File: config.mk
export PLATFORM = sky130hd
export DESIGN_NAME = trig_stretch_delay
export DESIGN_NICKNAME = d
export VERILOG_FILES = /design/src/rtl/trig_pkg.sv /design/src/rtl/trig_sync_edge.sv /design/src/rtl/trig_delay_line.sv /design/src/rtl/trig_stretch.sv /design/src/rtl/trig_stretch_delay.sv
export SDC_FILE = /design/constraint.sdc
export NUM_CORES = 1
export LEC_CHECK = 0
export BUFFER_PORTS_ARGS = -buffer_cell sky130_fd_sc_hd__buf_2
export CAP_MARGIN = 20
export CORE_MARGIN = 5
export CORE_UTILIZATION = 41
export CTS_CLUSTER_DIAMETER = 30
export DETAILED_ROUTE_END_ITERATION = 10
export PLACE_DENSITY = 0.64
export SLEW_MARGIN = 20
export SYNTH_ARGS = -nofsm -noshare
export SYNTH_HDL_FRONTEND = slang
export SYNTH_SLANG_ARGS = --single-unit
File: constraint.sdc
create_clock -name clk -period 2 [get_ports clk]
set_input_delay 0.4 -clock clk [delete_from_list [all_inputs] [get_ports clk]]
set_output_delay 0.4 -clock clk [all_outputs]
set_load 0.005 [all_outputs]
File: src/rtl/trig_pkg.sv
`timescale 1ns/1ps
package trig_pkg;

    localparam int WIDTH_W   = 4;
    localparam int DELAY_W   = 4;
    localparam int TAP_COUNT = 1 << DELAY_W;

    typedef struct packed {
        logic [DELAY_W-1:0] delay;
        logic [WIDTH_W-1:0] width;
    } trig_cfg_t;

    localparam int CFG_W = $bits(trig_cfg_t);

    function automatic logic count_done(input logic [WIDTH_W-1:0] c);
        return (c == '0);
    endfunction

endpackage

File: src/rtl/trig_sync_edge.sv
`timescale 1ns/1ps
module trig_sync_edge #(
    parameter int NUM_CH = 8
) (
    input  logic              clk,
    input  logic              rst,
    input  logic [NUM_CH-1:0] hit_async,
    output logic [NUM_CH-1:0] edge_det
);
    logic [NUM_CH-1:0] meta_q;
    logic [NUM_CH-1:0] sync_q;
    logic [NUM_CH-1:0] last_q;

    always_ff @(posedge clk) begin
        if (rst) begin
            meta_q <= '0;
            sync_q <= '0;
            last_q <= '0;
        end else begin
            meta_q <= hit_async;
            sync_q <= meta_q;
            last_q <= sync_q;
        end
    end

    assign edge_det = sync_q & ~last_q;

endmodule

File: src/rtl/trig_delay_line.sv
`timescale 1ns/1ps
module trig_delay_line
    import trig_pkg::*;
#(
    parameter int NUM_CH = 8
) (
    input  logic               clk,
    input  logic               rst,
    input  logic [NUM_CH-1:0]  edge_det,
    input  logic [DELAY_W-1:0] delay_sel,
    output logic [NUM_CH-1:0]  fire
);
    localparam int STAGES = TAP_COUNT - 1;

    logic [NUM_CH-1:0] stage_q [1:STAGES];
    logic [NUM_CH-1:0] taps    [0:STAGES];

    always_ff @(posedge clk) begin
        if (rst) begin
            for (int k = 1; k <= STAGES; k++) stage_q[k] <= '0;
        end else begin
            stage_q[1] <= edge_det;
            for (int k = 2; k <= STAGES; k++) stage_q[k] <= stage_q[k-1];
        end
    end

    assign taps[0] = edge_det;
    generate
        for (genvar g = 1; g <= STAGES; g++) begin : g_tap
            assign taps[g] = stage_q[g];
        end
    endgenerate

    assign fire = taps[delay_sel];

endmodule

File: src/rtl/trig_stretch.sv
`timescale 1ns/1ps
module trig_stretch
    import trig_pkg::*;
(
    input  logic               clk,
    input  logic               rst,
    input  logic               fire,
    input  logic [WIDTH_W-1:0] width,
    output logic               pulse
);
    logic               active_q;
    logic [WIDTH_W-1:0] remain_q;

    always_ff @(posedge clk) begin
        if (rst) begin
            active_q <= 1'b0;
            remain_q <= '0;
        end else if (fire) begin
            active_q <= 1'b1;
            remain_q <= width;
        end else if (active_q) begin
            if (count_done(remain_q)) active_q <= 1'b0;
            else                      remain_q <= remain_q - 1'b1;
        end
    end

    assign pulse = active_q;

endmodule

File: src/rtl/trig_stretch_delay.sv
`timescale 1ns/1ps
module trig_stretch_delay
    import trig_pkg::*;
#(
    parameter int NUM_CH = 8
) (
    input  logic              clk,
    input  logic              rst,
    input  logic [NUM_CH-1:0] hit_async,
    input  logic [CFG_W-1:0]  ctrl,
    output logic [NUM_CH-1:0] trig_out
);
    trig_cfg_t         cfg;
    logic [NUM_CH-1:0] edge_v;
    logic [NUM_CH-1:0] fire_v;

    assign cfg = trig_cfg_t'(ctrl);

    trig_sync_edge #(.NUM_CH(NUM_CH)) u_sync (
        .clk(clk), .rst(rst), .hit_async(hit_async), .edge_det(edge_v)
    );

    trig_delay_line #(.NUM_CH(NUM_CH)) u_delay (
        .clk(clk), .rst(rst), .edge_det(edge_v), .delay_sel(cfg.delay), .fire(fire_v)
    );

    generate
        for (genvar c = 0; c < NUM_CH; c++) begin : g_ch
            trig_stretch u_stretch (
                .clk(clk), .rst(rst), .fire(fire_v[c]), .width(cfg.width), .pulse(trig_out[c])
            );
        end
    endgenerate

endmodule

==> metrics.md <==
| Metric | Value |
|---|---|
| Outcome | finished clean |
| Post-CTS setup repair buffer count | 0 |
| Final wirelength | 13.97 mm |
| RSZ-0062 raised after global routing | no |
| Multi-input gate area | around 3100 sq um |
| Area Overhead vs Synth | 14.74% |
| Hold Buf Count CTS | 0 |
| Vias | about 4600 |
| Full die area | 19950 sq um |
| Total chip power | 7.891 mW |
| Core ar. | roughly 17000 sq um |
| Final Hold Viols | 0 |
| Post-Syn Area | just over 7000 sq um |
| DRC | 0 |
| Critical Setup Path Class | primary input to flip-flop |
| Final Util | 0.4734 |
| Cells after Synth | 640 |
| Total clock sinks | between 150 and 200 |
| Logic gate share of total power | 0.095 |
| Num CTS Buffers | 17 |
| Critical Path, Cell by Cell | buf_2 > buf_4 > buf_12 > or3b_1 > a22o_1 > a2111oi_0 > a211oi_1 |
| Skew-Pair Late Insertion Delay | around 420 ps |
| RePlAce Congestion | approximately 0.77 |
| Clock slew at reported path FFs | 70 ps |
| Fin crit share | 0.9184 |
| Achievable Freq | 544.4 MHz |
| Fin crit period | 1837 ps |
| Switching power | 1.883 mW |
| All-Layer GR Usage | 0.1496 |
| Post-synth EDFFs | 0 |
| Syn_nets | 666 |
| Post-CTS resize count | 0 |
| Power Dens Cells | 973.9 nW/um^2 |
| Clock Tree Root | clkbuf_16 |
| CP required | 2290 ps |
| 1st-iter DRT viols | 216 |
| CP endpoint kind | flip-flop |
| Final ANT Viol Nets | 0 |
| Worst hold path class | primary input to flip-flop |
| Commonest non-fill, non-tap cells in the layout | dfxtp_1, nor2b_1, mux2i_1 |
| # IOs | 26 |
| Commonest non-fill, non-tap cell in the layout | dfxtp_1 |
| Worst-path fanout max | 11 |
| Nets | 694 |
| Max_cap viols | 0 |
| Final setup vio count | 0 |
| N_diodes | 0 |
| Vias in the first global route | between 4000 and 5000 |
| Seq cells post-synth | 184 |
| Seq/Total Area, Yosys | 0.5216 |
| VDD IR max | approximately 0.00063 V |
| Routed len/inst | ~15 um |
| Ys Warns | 0 |
| Post-DP HPWL | 9.589 mm |
| Layout cells sized above 1 | 0.1703 |
| First-pass GRT wire length | 23.52 mm |
| Sequential fraction of design power | 0.492 |
| Max incr delay on CP | about 540 ps |
| Yosys cell types | 38 |
| P_int | 6.008 mW |
| CTS max path bufs | 2 |
| Htree depth | 4 |
| Top-area cell type share of the netlist area | 0.5216 |
| Cell Rows | 48 |
| Startpoint Class | primary input |
| Synth top area cells | dfxtp_1, nor2b_1, mux4_2 |
| Max-slew violation count | 0 |
| Die Y | 141.2 um |
| Clk network pwr share | 0.413 |
| Ys async rst share | 0 |
| Synth Flop Type | dfxtp_1 |
| Worst Path Arrival | 2120 ps |
| Leakage | 3.221 nW |
| TritonCTS clock tree | yes |
| First-pass DRT Iterations | 4 |
| Initial Util | 0.4126 |
| Worst-Margin Slew | 767.4 ps |
| Most area-hungry cell type in the Yosys netlist | dfxtp_1 |
| Slew margin rel. | 0.4878 |
| Largest net degree at the start of global routing | 131 |
| Vias per cell | 5.095 |
| Syn_area_per_cell | between 10 and 15 sq um |
| Initial antenna violation count | 0 |
| CP max-delay cell | a2111oi_0 |
| Max Clock Skew | ~12 ps |
| Sw Share | 0.2386 |
| IO buf count | 25 |
| Die W | 141.2 um |
| # fillers | 1574 |
| Seq. cell area | roughly 3700 sq um |
| GRT overflow | 0 |
## cell type report
cell class | instances | share of cell area
Sequential cell | 184 | 0.4546
Multi-Input combinational cell | 394 | 0.3819
Clock buffer | 22 | 0.05605
Timing Repair Buffer | 53 | 0.04941
Tap cell | 225 | 0.03474
Clock inverter | 10 | 0.01498
Inverter | 18 | 0.008338
## worst paths after layout
path / cells past startpoint / from / slack (ps) / to
worst min-delay path: 2 / hit_async[1] / 190 / u_sync.meta_q[1]
worst min register to register: 1 / u_sync.last_q[5] / 400 / u_delay.stage_q[0][13]
worst max-delay path: 7 / ctrl[4] / 160 / g_ch[7].u_stretch.remain_q[3]
worst max register to register: 5 / u_delay.stage_q[1][53] / 240 / g_ch[5].u_stretch.remain_q[1]
## critical path, delay by kind of cell
family	cells	cell delay (ps)
AOI/OAI and AO/OA	3	830
buffers and inverters	3	510
and+or+nand+nor	1	370
## logic make-up (layout without fill, tap and decap cells)
logic type | after synthesis | in the layout | share of synthesized area
AND/OR/NAND/NOR | 219 | 219 | 0.1871
flip-flops | 184 | 184 | 0.5216
AO/OA/AOI/OAI | 94 | 94 | 0.09320
buffers and inverters | 62 | 103 | 0.04057
multiplexers | 57 | 57 | 0.1235
XOR/XNOR | 16 | 16 | 0.01984
adder cells (fa/ha/maj) | 8 | 8 | 0.01417
## power groups by stage
stage | registers, mW | clock network, mW | logic [mW]
floorplan | 3.94 | 0 | 0.575
global placement | 3.96 | 0 | 0.711
detailed placement | 3.97 | 0 | 0.746
CTS | 3.88 | 3.34 | 0.754
global route | 3.90 | 3.50 | 0.838
finish | 3.88 | 3.26 | 0.750
## cell usage after synthesis, drive strengths merged (8+ instances only)
library cell,number
or3b,16
mux2i,32
o21ai,9
xnor2,9
buf,17
nor3,9
nor2,8
nand2,21
o211ai,8
a2111oi,8
ha,8
clkbuf,27
a21oi,30
mux4,24
nand3,9
inv,18
nor2b,144
a211oi,9
dfxtp,184
## metal layers
metal | up-vias | global-route usage | routed length, um
met5 | - | 0 | 0
met4 | 0 | 0.05864 | 320
met3 | 19 | 0.04512 | 501
met2 | 82 | 0.2355 | 6518
met1 | 2240 | 0.1933 | 6628
li1 | 2275 | - | -
## state kept, by name, indices dropped and copies added (netlist names)
signal and cells:
g_ch.u_stretch.pulse 8, u_delay.stage_q 120, u_sync.last_q 8, g_ch.u_stretch.remain_q 32, u_sync.sync_q 8, u_sync.meta_q 8
## per-stage QoR
stage               cells  worst slack, ps  TNS (ps)  instance area (sq um)  hold slack (ps)
floorplan             640            32.24         0                   7062            385.1
global placement      874           -296.3     -7114                   7525            392.3
detailed placement    874           -276.0     -7575                   7527            396.9
CTS                   906            169.1         0                   8103            162.7
global route          906            74.55         0                   8103            172.5
finish                906            163.2         0                   8103            185.3
No activity file was read; power rests on OpenSTA's default activity.
